### config.mk
export PLATFORM = sky130hd
export DESIGN_NAME = dpa_tap_ctrl
export DESIGN_NICKNAME = d
export VERILOG_FILES = /design/src/rtl/dpa_pkg.sv /design/src/rtl/dpa_tap_counter.sv /design/src/rtl/dpa_dwell_timer.sv /design/src/rtl/dpa_eye_tracker.sv /design/src/rtl/dpa_tap_ctrl.sv
export SDC_FILE = /design/constraint.sdc
export NUM_CORES = 1
export LEC_CHECK = 0
export BUFFER_PORTS_ARGS = -buffer_cell sky130_fd_sc_hd__buf_2
export CAP_MARGIN = 20
export CORE_UTILIZATION = 52
export DETAILED_ROUTE_END_ITERATION = 10
export GPL_ROUTABILITY_DRIVEN = 0
export PLACE_DENSITY = 0.76
export SLEW_MARGIN = 20
export SYNTH_ARGS = -nofsm -noshare
export SYNTH_HDL_FRONTEND = slang
export SYNTH_SLANG_ARGS = --single-unit
### constraint.sdc
create_clock -name clk -period 2.2 [get_ports clk]
set_input_delay 0.44 -clock clk [delete_from_list [all_inputs] [get_ports clk]]
set_output_delay 0.44 -clock clk [all_outputs]
set_load 0.02 [all_outputs]
### src/rtl/dpa_pkg.sv
`timescale 1ns/1ps
package dpa_pkg;
    typedef enum logic [2:0] {
        S_MAN    = 3'd0,
        S_IDLE   = 3'd1,
        S_DWELL  = 3'd2,
        S_NEXT   = 3'd3,
        S_DECIDE = 3'd4,
        S_LOCK   = 3'd5,
        S_FAIL   = 3'd6
    } dpa_state_e;
endpackage

### src/rtl/dpa_tap_counter.sv
`timescale 1ns/1ps
// Saturating delay tap register: clear > load > up > down.
module dpa_tap_counter #(
    parameter int TAP_W = 6
) (
    input  logic             clk,
    input  logic             rst_n,
    input  logic             clr,
    input  logic             ld,
    input  logic [TAP_W-1:0] ld_val,
    input  logic             up,
    input  logic             dn,
    output logic [TAP_W-1:0] tap
);
    localparam logic [TAP_W-1:0] TOP = {TAP_W{1'b1}};

    always_ff @(posedge clk or negedge rst_n) begin
        if (!rst_n) begin
            tap <= '0;
        end else if (clr) begin
            tap <= '0;
        end else if (ld) begin
            tap <= ld_val;
        end else if (up && tap != TOP) begin
            tap <= tap + 1'b1;
        end else if (dn && tap != '0) begin
            tap <= tap - 1'b1;
        end
    end
endmodule

### src/rtl/dpa_dwell_timer.sv
`timescale 1ns/1ps
// Counts the observation cycles spent on one tap.
module dpa_dwell_timer #(
    parameter int DWELL = 16
) (
    input  logic clk,
    input  logic rst_n,
    input  logic run,
    output logic done
);
    localparam int CNT_W = (DWELL < 2) ? 1 : $clog2(DWELL);
    localparam logic [CNT_W-1:0] LAST = CNT_W'(DWELL - 1);

    logic [CNT_W-1:0] cnt;

    always_ff @(posedge clk or negedge rst_n) begin
        if (!rst_n) begin
            cnt <= '0;
        end else if (run) begin
            cnt <= cnt + 1'b1;
        end else begin
            cnt <= '0;
        end
    end

    assign done = run && (cnt == LAST);
endmodule

### src/rtl/dpa_eye_tracker.sv
`timescale 1ns/1ps
// Accumulates agreement of the three samples on a tap and records the
// lowest and highest stable taps of a sweep.
module dpa_eye_tracker #(
    parameter int TAP_W = 6
) (
    input  logic             clk,
    input  logic             rst_n,
    input  logic             start,
    input  logic             sample,
    input  logic             judge,
    input  logic             obs_ok,
    input  logic [TAP_W-1:0] cur_tap,
    output logic             found,
    output logic [TAP_W-1:0] mid
);
    logic             ok_acc;
    logic [TAP_W-1:0] first_tap;
    logic [TAP_W-1:0] last_tap;
    logic [TAP_W:0]   span_sum;

    always_ff @(posedge clk or negedge rst_n) begin
        if (!rst_n) begin
            ok_acc    <= 1'b1;
            found     <= 1'b0;
            first_tap <= '0;
            last_tap  <= '0;
        end else if (start) begin
            ok_acc    <= 1'b1;
            found     <= 1'b0;
            first_tap <= '0;
            last_tap  <= '0;
        end else if (sample) begin
            ok_acc <= ok_acc & obs_ok;
        end else if (judge) begin
            ok_acc <= 1'b1;
            if (ok_acc) begin
                if (!found) begin
                    first_tap <= cur_tap;
                end
                last_tap <= cur_tap;
                found    <= 1'b1;
            end
        end
    end

    assign span_sum = {1'b0, first_tap} + {1'b0, last_tap};
    assign mid      = span_sum[TAP_W:1];
endmodule

### src/rtl/dpa_tap_ctrl.sv
`timescale 1ns/1ps
module dpa_tap_ctrl
    import dpa_pkg::*;
#(
    parameter int TAP_W = 6,
    parameter int DWELL = 16
) (
    input  logic             clk,
    input  logic             rst_n,
    input  logic             auto_mode,
    input  logic             full_rate,
    input  logic             step_en,
    input  logic             step_up,
    input  logic             tap_clr,
    input  logic             obs_early,
    input  logic             obs_center,
    input  logic             obs_late,
    output logic [TAP_W-1:0] tap,
    output logic             locked,
    output logic [TAP_W-1:0] dbg_tap,
    output logic             no_eye
);
    localparam logic [TAP_W-1:0] TOP = {TAP_W{1'b1}};

    dpa_state_e       state;
    dpa_state_e       nxt;
    logic             dwell_done;
    logic             eye_found;
    logic [TAP_W-1:0] eye_mid;
    logic             obs_ok;
    logic             at_top;
    logic             man_live;
    logic             go;
    logic             tc_ld;
    logic [TAP_W-1:0] tc_val;
    logic             tc_up;
    logic             tc_dn;
    logic             trk_start;
    logic             trk_sample;
    logic             trk_judge;
    logic             dwell_run;

    assign obs_ok = (obs_early == obs_center) && (obs_center == obs_late);
    assign at_top = (tap == TOP);

    // State register
    always_ff @(posedge clk or negedge rst_n) begin
        if (!rst_n) begin
            state <= S_IDLE;
        end else begin
            state <= nxt;
        end
    end

    // Next state
    always_comb begin
        nxt = state;
        if (tap_clr) begin
            nxt = auto_mode ? S_IDLE : S_MAN;
        end else if (!auto_mode) begin
            nxt = S_MAN;
        end else begin
            unique case (state)
                S_MAN:    nxt = S_IDLE;
                S_IDLE:   if (step_en && full_rate) nxt = S_DWELL;
                S_DWELL:  if (dwell_done) nxt = S_NEXT;
                S_NEXT:   nxt = at_top ? S_DECIDE : S_DWELL;
                S_DECIDE: nxt = eye_found ? S_LOCK : S_FAIL;
                S_LOCK:   nxt = S_LOCK;
                S_FAIL:   nxt = S_FAIL;
                default:  nxt = S_IDLE;
            endcase
        end
    end

    // Outputs and datapath controls
    always_comb begin
        man_live   = (state == S_MAN) && !auto_mode && !tap_clr;
        go         = auto_mode && !tap_clr;
        tc_ld      = 1'b0;
        tc_val     = '0;
        tc_up      = man_live && step_en && step_up;
        tc_dn      = man_live && step_en && !step_up;
        trk_start  = 1'b0;
        trk_sample = 1'b0;
        trk_judge  = 1'b0;
        dwell_run  = 1'b0;
        unique case (state)
            S_IDLE: begin
                if (go && step_en && full_rate) begin
                    tc_ld     = 1'b1;
                    trk_start = 1'b1;
                end
            end
            S_DWELL: begin
                dwell_run  = go;
                trk_sample = go;
            end
            S_NEXT: begin
                trk_judge = go;
                tc_up     = go;
            end
            S_DECIDE: begin
                tc_ld  = go;
                tc_val = eye_found ? eye_mid : '0;
            end
            default: ;
        endcase
    end

    assign locked  = (state == S_LOCK);
    assign no_eye  = (state == S_FAIL);
    assign dbg_tap = locked ? tap : '0;

    dpa_tap_counter #(.TAP_W(TAP_W)) u_tap (
        .clk    (clk),
        .rst_n  (rst_n),
        .clr    (tap_clr),
        .ld     (tc_ld),
        .ld_val (tc_val),
        .up     (tc_up),
        .dn     (tc_dn),
        .tap    (tap)
    );

    dpa_dwell_timer #(.DWELL(DWELL)) u_dwell (
        .clk   (clk),
        .rst_n (rst_n),
        .run   (dwell_run),
        .done  (dwell_done)
    );

    dpa_eye_tracker #(.TAP_W(TAP_W)) u_eye (
        .clk     (clk),
        .rst_n   (rst_n),
        .start   (trk_start),
        .sample  (trk_sample),
        .judge   (trk_judge),
        .obs_ok  (obs_ok),
        .cur_tap (tap),
        .found   (eye_found),
        .mid     (eye_mid)
    );
endmodule

# Word-level counts from Yosys, hierarchy flattened
# Index checks and enable logic that the tools add are counted.
[totals] regBits=27 inputBits=10 wordCells=90
[op_classes] addsub=4 eq_ne=15 muxes=38 bitwise_logic=1 reduce_logical=25
[op_table] op="6-bit two-way mux" n=16
[op_table] op="3-bit case mux with 6 select lines" n=1
[op_table] op="3-bit two-way mux" n=5
[op_table] op="1-bit logical AND" n=13
[op_table] op="1-bit two-way mux" n=13
[op_table] op="3-bit equality test (second input constant)" n=3
[op_table] op="4-bit != test (second input constant)" n=2
[op_table] op="6-bit by 6-bit adder with 7-bit output" n=1
[op_table] op="6-bit by 1-bit adder with 6-bit output (second input constant)" n=1
[op_table] op="3-bit by 2-bit equality test with 1-bit output (second input constant)" n=2
[op_table] op="6-bit equality test (second input constant)" n=1
[op_table] op="6-bit != test (second input constant)" n=1
[op_table] op="6-bit nonzero test" n=1
[op_table] op="6-bit by 1-bit subtractor with 6-bit output (second input constant)" n=1
[op_table] op="4-bit by 1-bit adder with 4-bit output (second input constant)" n=1
[op_table] op="4-bit equality test (second input constant)" n=1
[op_table] op="4-bit two-way mux" n=1
[op_table] op="2-bit != test (second input constant)" n=2
[op_table] op="4-bit AND reduction" n=1
[op_table] op="2-bit nonzero test" n=2
[op_table] op="4-bit nonzero test" n=1
[op_table] op="3-bit by 1-bit equality test with 1-bit output (second input constant)" n=1
[op_table] op="1-bit logical NOT" n=3
[op_table] op="3-bit logical NOT" n=1
[op_table] op="7 further kinds" n=8

# Logic depth before layout (Yosys ltp)
# Gate-level depths: netlist (run 1).
[logic_depth] ltp_word=10 mapped_depth=11 depth_no_buf=10

# Cells and area by module
# Synthesis (run 1) repeated with hierarchy kept, for this count alone.
[hier_totals] cells_unflattened=211 area_unflattened_um2=1916.8
[by_module_without_submodules] mod="dpa_eye_tracker" instances=1 cells_each=86 area_per_inst_um2=810.8 seq_area_each_um2=351.6
[by_module_without_submodules] mod="dpa_tap_counter" instances=1 cells_each=57 area_per_inst_um2=518.0 seq_area_each_um2=150.1
[by_module_without_submodules] mod="dpa_tap_ctrl" instances=1 cells_each=54 area_per_inst_um2=412.9 seq_area_each_um2=76.3
[by_module_without_submodules] mod="dpa_dwell_timer" instances=1 cells_each=14 area_per_inst_um2=175.2 seq_area_each_um2=100.1

# Worst setup path after synthesis (run 1)
# OpenSTA, ideal clock, no wires.
[synth_timing] path_type="input port to flip-flop" startpoint="in tap_clr" endpoint="reg u_tap.tap[5]" arrival_ns=2.328 t_required_ns=2.114 slack_ns=-0.214 stages=10 path_buffers=1 cell_sequence="buf_2 nor2_1 nand4_1 a21o_4 ha_1 a211oi_2 nor3b_4 o22ai_2 a2111o_1 a32oi_1"
[synth_via] elab_chain_cells=9 elab_cells_between_ends=17 cone_classes="mux (6); reduce/logical (11)"
[synth_rtl] element="from (decl)" line="dpa_tap_ctrl.sv:14" source="input logic tap_clr,"
[synth_rtl] element="1-bit logical NOT" line="dpa_tap_ctrl.sv:78, dpa_tap_ctrl.sv:79"
[synth_rtl] element="1-bit logical AND" line="dpa_tap_ctrl.sv:78" source="man_live = (state == S_MAN) && !auto_mode && !tap_clr;"
[synth_rtl] element="1-bit logical AND" line="dpa_tap_ctrl.sv:82, dpa_tap_ctrl.sv:83"
[synth_rtl] element="1-bit logical AND" line="dpa_tap_ctrl.sv:82" source="tc_up = man_live && step_en && step_up;"
[synth_rtl] element="1-bit two-way mux" line="dpa_tap_ctrl.sv:88" source="unique case (state)"
[synth_rtl] element="1-bit logical AND" line="dpa_tap_counter.sv:24" source="end else if (up && tap != TOP) begin"
[synth_rtl] element="6-bit two-way mux" line="dpa_tap_counter.sv:24"
[synth_rtl] element="6-bit two-way mux" line="dpa_tap_counter.sv:22" source="end else if (ld) begin"
[synth_rtl] element="6-bit two-way mux" line="dpa_tap_counter.sv:20" source="end else if (clr) begin"
[synth_rtl] element="to (signal assigned)" line="dpa_tap_counter.sv:23" source="tap <= ld_val;"
[synth_rtl] element="to (signal assigned)" line="dpa_tap_counter.sv:25" source="tap <= tap + 1'b1;"
[synth_rtl] element="to (signal assigned)" line="dpa_tap_counter.sv:27" source="tap <= tap - 1'b1;"
[synth_rtl] element="to (decl)" line="dpa_tap_counter.sv:13" source="output logic [TAP_W-1:0] tap"
# Parallel ways exist; a longest one is shown, timed or not.
# A chain may end at the register's enable or synchronous reset.

# Final worst setup path (run 1)
[layout_timing] startpoint="reg state[2]" endpoint="reg u_tap.tap[5]"
[layout_via] elab_chain_cells=10 elab_cells_between_ends=18 cone_classes="eq/ne (3); mux (6); reduce/logical (9)"
[layout_rtl] element="from (decl)" line="dpa_tap_ctrl.sv:25" source="dpa_state_e state;"
[layout_rtl] element="from (signal assigned)" line="dpa_tap_ctrl.sv:51" source="state <= nxt;"
[layout_rtl] element="3-bit logical NOT" line="dpa_tap_ctrl.sv:78"
[layout_rtl] element="1-bit logical AND (2 in a row)" line="dpa_tap_ctrl.sv:78"
[layout_rtl] element="1-bit logical AND" line="dpa_tap_ctrl.sv:82, dpa_tap_ctrl.sv:83"
[layout_rtl] element="1-bit logical AND" line="dpa_tap_ctrl.sv:82"
[layout_rtl] element="1-bit two-way mux" line="dpa_tap_ctrl.sv:88"
[layout_rtl] element="1-bit logical AND" line="dpa_tap_counter.sv:24"
[layout_rtl] element="6-bit two-way mux" line="dpa_tap_counter.sv:24"
[layout_rtl] element="6-bit two-way mux" line="dpa_tap_counter.sv:22"
[layout_rtl] element="6-bit two-way mux" line="dpa_tap_counter.sv:20"
# Parallel ways exist; a longest one is shown, timed or not.

==> results of run 1 <==
-- power by group --
part	switching, W	internal, W
clock	0.000155	0.0000685
combinational	0.000262	0.000241
sequential	0.0000202	0.000530
-- Yosys cell counts, drive strengths merged (3+ instances only) --
cell | number | area (µm²)
o21ai | 12 | 60.1
a21oi | 9 | 45.0
nand3 | 10 | 50.1
and2 | 8 | 51.3
mux2 | 3 | 37.5
xor2 | 6 | 52.6
buf | 6 | 42.5
o22ai | 4 | 31.3
nand4 | 3 | 18.8
nand2b | 8 | 52.6
a211oi | 3 | 40.0
nor3 | 3 | 37.5
a22o | 6 | 53.8
nor2 | 23 | 86.3
dfrtp | 25 | 626
ha | 10 | 125
inv | 11 | 41.3
nand2 | 6 | 25.0
a21o | 3 | 30.0
and3 | 4 | 25.0
-- per-stage QoR --
stage,hold WS (ns),util [%]
final,0.0822,70.5
after global routing,0.0896,70.5
after CTS,0.0962,68.2
after detailed placement,0.462,66.6
after global placement,0.446,66.6
after floorplan,0.144,-
-- what timing repair did --
item / in CTS / in global routing
buffers inserted: 1 / 4
setup endpoints to repair: 3 / 9
pin swaps: 3 / 5
resized for setup: 3 / 15
hold endpoints to repair: 0 / 0
-- kinds of logic after synthesis --
group / Yosys count / share of synthesized area (%)
and+or+nand+nor: 76 / 24.4
AOI/OAI and AO/OA: 49 / 19.3
DFF: 27 / 36.1
buffers and inverters: 18 / 4.66
adders and majority gates: 12 / 8.78
xor gates and xnor gates: 8 / 3.73
muxes: 5 / 3.06
-- placed cells by master (no fill, tap or decap), drive strengths merged, types with 2 or more instances in the layout --
cell type,synthesis,final
a21oi,9,9
dfstp,2,2
nand2b,8,8
xor2,6,6
o211ai,2,2
xnor2,2,2
nor2b,2,2
inv,11,11
nand2,6,6
mux2,3,3
and2,8,8
o21ai,12,12
a21o,3,3
a211oi,3,3
dfrtp,25,25
nand4b,2,2
mux2i,2,2
clkbuf,1,3
fa,2,2
and3,4,4
o22ai,4,4
nor2,23,23
nor4,2,2
nand4,3,3
ha,10,10
nor3,3,3
nand3,10,10
buf,6,55
a22o,6,6
-- registers in the layout, summed over array words and instances, names as in the netlist --
register         count
u_tap.tap            6
u_eye.last_tap       6
u_eye.found          1
u_eye.first_tap      6
u_eye.ok_acc         1
state                3
u_dwell.cnt          4
-- area by class of cell --
type	count	area [µm²]
multi-input cells	150	1200
repair buffers	55	385
fillers	256	1000
inverters	11	41.3
flip-flops and latches	27	679
well taps	46	57.6
clock buffers	3	22.5
clock inverters	1	5.00
-- how the worst max path moves through the flow --
stage	start	to	slack (ns)	cells after the start
3_3_place_gp	tap_clr	u_tap.tap[5]$_DFFE_PN0P_	-0.20	10
2_1_floorplan	tap_clr	u_tap.tap[5]$_DFFE_PN0P_	-0.09	9
4_1_cts	state[2]$_DFFE_PN0P_	u_tap.tap[5]$_DFFE_PN0P_	-0.23	9
3_5_place_dp	tap_clr	u_tap.tap[5]$_DFFE_PN0P_	-0.33	10
6_report	state[2]$_DFFE_PN0P_	u_tap.tap[5]$_DFFE_PN0P_	-0.29	9
5_1_grt	state[2]$_DFFE_PN0P_	u_tap.tap[5]$_DFFE_PN0P_	-0.37	9
-- routing by layer --
metal	vias up	wire length [µm]	share of wire (%)
met3	14	228	4.7
li1	807	-	-
met5	-	0	0
met2	66	2390	49
met1	815	2110	43
met4	0	131	2.7
-- worst reg2reg max path: stages (launching register included) --
cell and delay (ns):
dfrtp_2 0.46, and4bb_4 0.33, nand2_4 0.05, a21o_4 0.24, ha_4 0.27, a211oi_4 0.06
nor3b_4 0.25, o22ai_2 0.12, a2111o_1 0.42, a32oi_2 0.20
==> impl_metrics.py, run 1 <==
metrics = {
    "setup_path": {
        "criticalPathCategory": "reg2reg",
        "timing.critical_path.slowest_stage_cell": "dfrtp_2",
        "r2r_start": "state[2]$_DFFE_PN0P_",
        "setup.reg_to_reg.worst_slack_ns": -0.29,
        "cp-start-kind": "flop",
        "crit_required_ns": 2.45,
        "path_cells": "and4bb_4, nand2_4, a21o_4, ha_4, a211oi_4, nor3b_4, o22ai_2, a2111o_1, a32oi_2",
        "r2r_end": "u_tap.tap[5]$_DFFE_PN0P_",
        "ff2ff_path_depth": 9,
        "crit_buf_inv": 0,
        "critPathTopFamily": "compound AO/OA/AOI/OAI gates",
        "worstPathArrival_ns": 2.74,
        "cp_max_fo": 4,
        "cp_slowest_stage_delay_ns": 0.46,
        "worstSetupEndpointType": "flop",
    },
    "clocking": {
        "cts-buffers-inserted": 3,
        "clkSinkCount": 27,
        "postCtsHoldBufs": 0,
        "ctsHtreeMaxLevel": 1,
        "cts_tree": "done",
        "worst_skew_pair_latency_ns": 0.34,
        "worst_setup_hold_path_clk_slew_ns": 0.15,
        "clk_path_buf_depth": 2,
        "clock-root-buffer": "clkbuf_4",
    },
    "floorplanning": {
        "floorplan.core_area_mm2": 0.00339,
        "die_w_um": 62.1,
        "die_y_um": 62.1,
        "initial_core_util_pct": 55.5,
        "die_outline_area_mm2": 0.00386,
        "io-pin-count": 24,
        "core.rowCount": 21,
    },
    "logic_synthesis": {
        "mappedNetlistArea_mm2": 0.00188,
        "syn_avg_cell_area_um2": 9.64,
        "synth_warnings": 0,
        "post_synth_inst_count": 195,
        "postSynthRegisterBits": 27,
        "synth-edff-count": 0,
        "asyncSetResetFlopFracSynth_pct": 100,
        "ys.flop_type": "dfrtp_1",
        "ys_seq_area_share_pct": 36.1,
        "ys_types": 58,
        "synth_nets": 217,
    },
    "sta": {
        "final_critical_path_required_period_ns": 2.49,
        "finalCritPeriodShare_pct": 113,
        "fin_skew_ns": 0.00774,
        "fin_ws_ns": -0.292,
        "fin_setup_tns_ns": -0.429,
        "worst-slew-pin-transition_ns": 0.597,
        "max_slew_margin_pct": 60.2,
        "grt_setup_unrepaired": "true",
        "hold_viol_final": 0,
        "setup_violations": 3,
        "max_freq_ghz": 0.401,
        "slew_violations": 0,
    },
    "place": {
        "io_buffers": 23,
        "post-place-ws_ns": -0.334,
        "post-dp-hpwl_um": 3560,
        "dpl_cell_area_mm2": 0.00226,
        "place_inst": 284,
    },
    "detailed_routing": {
        "average_routed_wire_per_standard_cell_um": 16.6,
        "drcViolationCount": 0,
        "final_antenna_net_count": 0,
        "drt_first_pass_iters": 4,
        "initialDrtViolationCount": 96,
        "routed-via-count": 1702,
        "route.final.wire_length_um": 4860,
        "vias_per_cell": 5.81,
    },
    "grt": {
        "grt_antenna_before_repair": 0,
        "busiest_layer": "met2",
        "globalRouteMet2Util_pct": 44.6,
        "met1_usage_pct": 35.3,
        "groute.layer.met3.usage_pct": 4.04,
        "pin_count_of_the_biggest_net_entering_global_routing": 28,
        "grt_pass1_wl_um": 8100,
        "first_global_vias": 1718,
        "globalRoute.totalOverflow": 0,
        "globalRouteTotalUtil_pct": 26.9,
    },
    "finish": {
        "post_layout_nonfiller_instances": 293,
        "post-route-cell-area_mm2": 0.00239,
        "final_layout_size_suffix_gt1_share_pct": 36.8,
        "antenna_cells": 0,
        "net_count_reported_at_finish": 270,
        "synthToLayoutAreaGrowth_pct": 27.0,
    },
    "run_status": {
        "status": "finished, violations left",
        "violations": "setup timing",
    },
    "pwr": {
        "cellLeakagePower_nw": 1.15,
        "power.density_mw_per_mm2": 534,
        "total_power_draw_w": 0.00128,
        "peakVddDrop_v": 0.000331,
    },
    "flow_run": {
        "timing.max_cap.violations": 0,
    },
    "hold_path": {
        "timing.hold.worst.class": "in2async",
    },
}
(Power assumes the default switching activity.)
==> run 2, diff against run 1 <==
ABC_AREA = 1   (was not set)
==> run 2 against run 1 <==
The run still ends with setup timing left. Clock power increased by 7%. Clock-buffer cell count unchanged. Via count increased by 11%. Non-clock buffer count decreased by 8. Hold slack got worse by 0.013 ns. Wire length increased by 0.37%. Synthesized cell count increased by 27%. Highest routed layer unchanged.
==> impl_metrics.py, run 2 <==
metrics = {
    "clocking": {
        "worst_setup_hold_path_clk_slew_ns": 0.16,
        "ctsHtreeMaxLevel": 1,
        "worst_skew_pair_latency_ns": 0.34,
        "clkSinkCount": 27,
        "clock-root-buffer": "clkbuf_4",
        "postCtsHoldBufs": 0,
        "cts_tree": "done",
        "cts-buffers-inserted": 3,
        "clk_path_buf_depth": 2,
    },
    "setup_path": {
        "timing.critical_path.slowest_stage_cell": "dfstp_2",
        "crit_buf_inv": 0,
        "ff2ff_path_depth": 13,
        "critPathTopFamily": "simple AND/OR/NAND/NOR gates",
        "path_cells": "nand2_2, nor2_4, nand2_2, nand2_4, nand2_8, ha_4, nand2_2, nand2_2, a31oi_1, xor2_1, nand2_1, nand3_2, o21ai_2",
        "cp-start-kind": "flop",
        "criticalPathCategory": "reg2reg",
        "setup.reg_to_reg.worst_slack_ns": -0.03,
        "timing.critical_path.mode_cell": "nand2_2",
        "cp_slowest_stage_delay_ns": 0.59,
        "crit_required_ns": 2.45,
        "r2r_end": "u_tap.tap[3]$_DFFE_PN0P_",
        "cp_max_fo": 6,
        "r2r_start": "state[0]$_DFFE_PN1P_",
        "worstSetupEndpointType": "flop",
        "worstPathArrival_ns": 2.48,
    },
    "finish": {
        "synthToLayoutAreaGrowth_pct": 25.8,
        "final_layout_size_suffix_gt1_share_pct": 33.9,
        "post-route-cell-area_mm2": 0.00235,
        "register_area_um2": 681,
        "multi_input_comb_area_mm2": 0.00116,
        "layout_top_registers": "u_eye.first_tap: 6 flops, u_eye.last_tap: 6 flops, u_tap.tap: 6 flops",
        "net_count_reported_at_finish": 321,
        "layout.cells.most_common": "nand2_1",
        "antenna_cells": 0,
        "mostFrequentLayoutCells": "nand2_1 (61), buf_4 (24), buf_2 (23), dfrtp_1 (23)",
        "nFillCells": 272,
    },
    "logic_synthesis": {
        "ys.flop_type": "dfrtp_1",
        "post_synth_inst_count": 248,
        "ys_top_cells_by_area": "dfrtp_1 (34%), nand2_1 (13%), ha_1 (6.7%)",
        "ys_types": 31,
        "ys_seq_area_share_pct": 36.4,
        "synth_warnings": 0,
        "mappedNetlistArea_mm2": 0.00187,
        "synth_nets": 270,
        "fraction_of_post_synthesis_cell_area_in_the_top_cell_type_by_area_pct": 33.5,
        "most_numerous_cell_in_the_yosys_netlist": "nand2_1",
        "synth-edff-count": 0,
        "most_instantiated_cells_after_synthesis": "nand2_1 (64), dfrtp_1 (25), inv_1 (22)",
        "asyncSetResetFlopFracSynth_pct": 100,
        "synthDominantAreaCellType": "dfrtp_1",
        "postSynthRegisterBits": 27,
        "syn_avg_cell_area_um2": 7.52,
    },
    "floorplanning": {
        "initial_core_util_pct": 55.0,
        "die_w_um": 61.9,
        "core.rowCount": 21,
        "die_y_um": 61.9,
        "floorplan.core_area_mm2": 0.00339,
        "die_outline_area_mm2": 0.00383,
        "io-pin-count": 24,
    },
    "place": {
        "post-dp-hpwl_um": 3510,
        "io_buffers": 23,
        "dpl_cell_area_mm2": 0.00219,
        "post-place-ws_ns": -0.0400,
    },
    "detailed_routing": {
        "final_antenna_net_count": 0,
        "drcViolationCount": 0,
        "drt_first_pass_iters": 4,
        "average_routed_wire_per_standard_cell_um": 14.2,
        "vias_per_cell": 5.48,
        "initialDrtViolationCount": 89,
        "routed-via-count": 1885,
        "route.final.wire_length_um": 4880,
    },
    "sta": {
        "hold_viol_final": 0,
        "fin_ws_ns": -0.0269,
        "max_slew_margin_pct": 60.4,
        "setup_violations": 2,
        "finalCritPeriodShare_pct": 101,
        "worst-slew-pin-transition_ns": 0.595,
        "final_critical_path_required_period_ns": 2.23,
        "slew_violations": 0,
        "max_freq_ghz": 0.449,
        "fin_skew_ns": 0.00625,
    },
    "grt": {
        "grt_pass1_wl_um": 7130,
        "first_global_vias": 1586,
        "globalRouteTotalUtil_pct": 25.7,
        "grt_antenna_before_repair": 0,
        "globalRoute.totalOverflow": 0,
        "pin_count_of_the_biggest_net_entering_global_routing": 28,
    },
    "pwr": {
        "total_power_draw_w": 0.00148,
        "peakVddDrop_v": 0.000283,
        "cellLeakagePower_nw": 1.25,
        "power.density_mw_per_mm2": 631,
    },
    "hold_path": {
        "timing.hold.worst.class": "in2async",
    },
    "flow_run": {
        "timing.max_cap.violations": 0,
    },
    "run_status": {
        "violations": "setup timing",
        "status": "finished, violations left",
    },
}
## run 2: cell count changes in the layout (fill, tap and decap cells not counted), moves of 5 or more
cell      change
a22o_1        -5
and2_1        -6
buf_4         -9
inv_1        +10
inv_2        +11
nand2_1      +56
nand2_2       +6
nand2b_1      -7
nand3_1       +6
nand3_2       +6
o21ai_1      +10
o21ai_2       +6
## run 2: worst register-to-register path, delay by kind of cell (launching register included)
kind,cells,cell delay [ns]
fa+ha+maj,1,0.28
compound gates,2,0.23
xor+xnor,1,0.21
simple gates,9,0.82
flops,1,0.59
## run 2: report_power, final
group,total (W),leakage [nW],internal [W],switching [W]
clock network,0.000239,0.0183,0.0000745,0.000165
logic,0.000636,0.872,0.000263,0.000372
registers,0.000605,0.362,0.000552,0.0000533
total,0.00148,1.25,0.000890,0.000591
## run 2: metrics by stage
step	utilization (%)	TNS, ns	instances	hold slack [ns]
6_report	69.2	-0.0520	344	0.0691
5_1_grt	69.2	-0.251	344	0.102
4_1_cts	65.9	0	340	0.0791
3_5_place_dp	64.5	-0.0637	336	0.449
3_3_place_gp	64.5	-0.0171	336	0.442
2_1_floorplan	-	0	248	0.144
## run 2: logic make-up (layout without fill, tap and decap cells)
group	count (synthesis)	in the layout	synth area share (%)
flops	27	27	36.4
fa+ha+maj	12	12	8.85
simple gates	128	128	32.2
xor+xnor	2	2	0.939
compound gates	46	46	15.0
buf+inv	33	83	6.71
## run 2: layer usage
layer,routed length (µm),up-vias,part of all wire [%],global-route usage [%]
met2,2480,39,51,44.4
met5,0,-,0,0
li1,-,926,-,-
met1,2140,913,44,34.3
met3,196,7,4.0,3.11
met4,57,0,1.2,6.67
## run 2: area by class of cell
class                      instances  area share, %
multi-input combinational        188           49.5
sequential                        27           29.0
timing repair buffer              47           12.6
inverter                          32           5.12
tap                               46           2.45
clock buffer                       3          0.960
clock inverter                     1          0.373
## run 2: worst max path at each step
stage	from	to	slack [ns]	cells after the start
6_report	state[0]$_DFFE_PN1P_	u_tap.tap[3]$_DFFE_PN0P_	-0.03	13
5_1_grt	state[0]$_DFFE_PN1P_	u_tap.tap[4]$_DFFE_PN0P_	-0.11	14
4_1_cts	u_tap.tap[0]$_DFFE_PN0P_	u_tap.tap[4]$_DFFE_PN0P_	0.009	12
3_5_place_dp	auto_mode	u_tap.tap[4]$_DFFE_PN0P_	-0.04	13
3_3_place_gp	tap_clr	u_tap.tap[4]$_DFFE_PN0P_	-0.02	15
2_1_floorplan	u_tap.tap[2]$_DFFE_PN0P_	u_tap.tap[4]$_DFFE_PN0P_	0.00008	12
## run 2: repair_timing
action	4_1_cts	5_1_grt
pin swaps	0	10
setup endpoints to repair	2	3
gates resized for setup	2	19
setup buffers	0	4
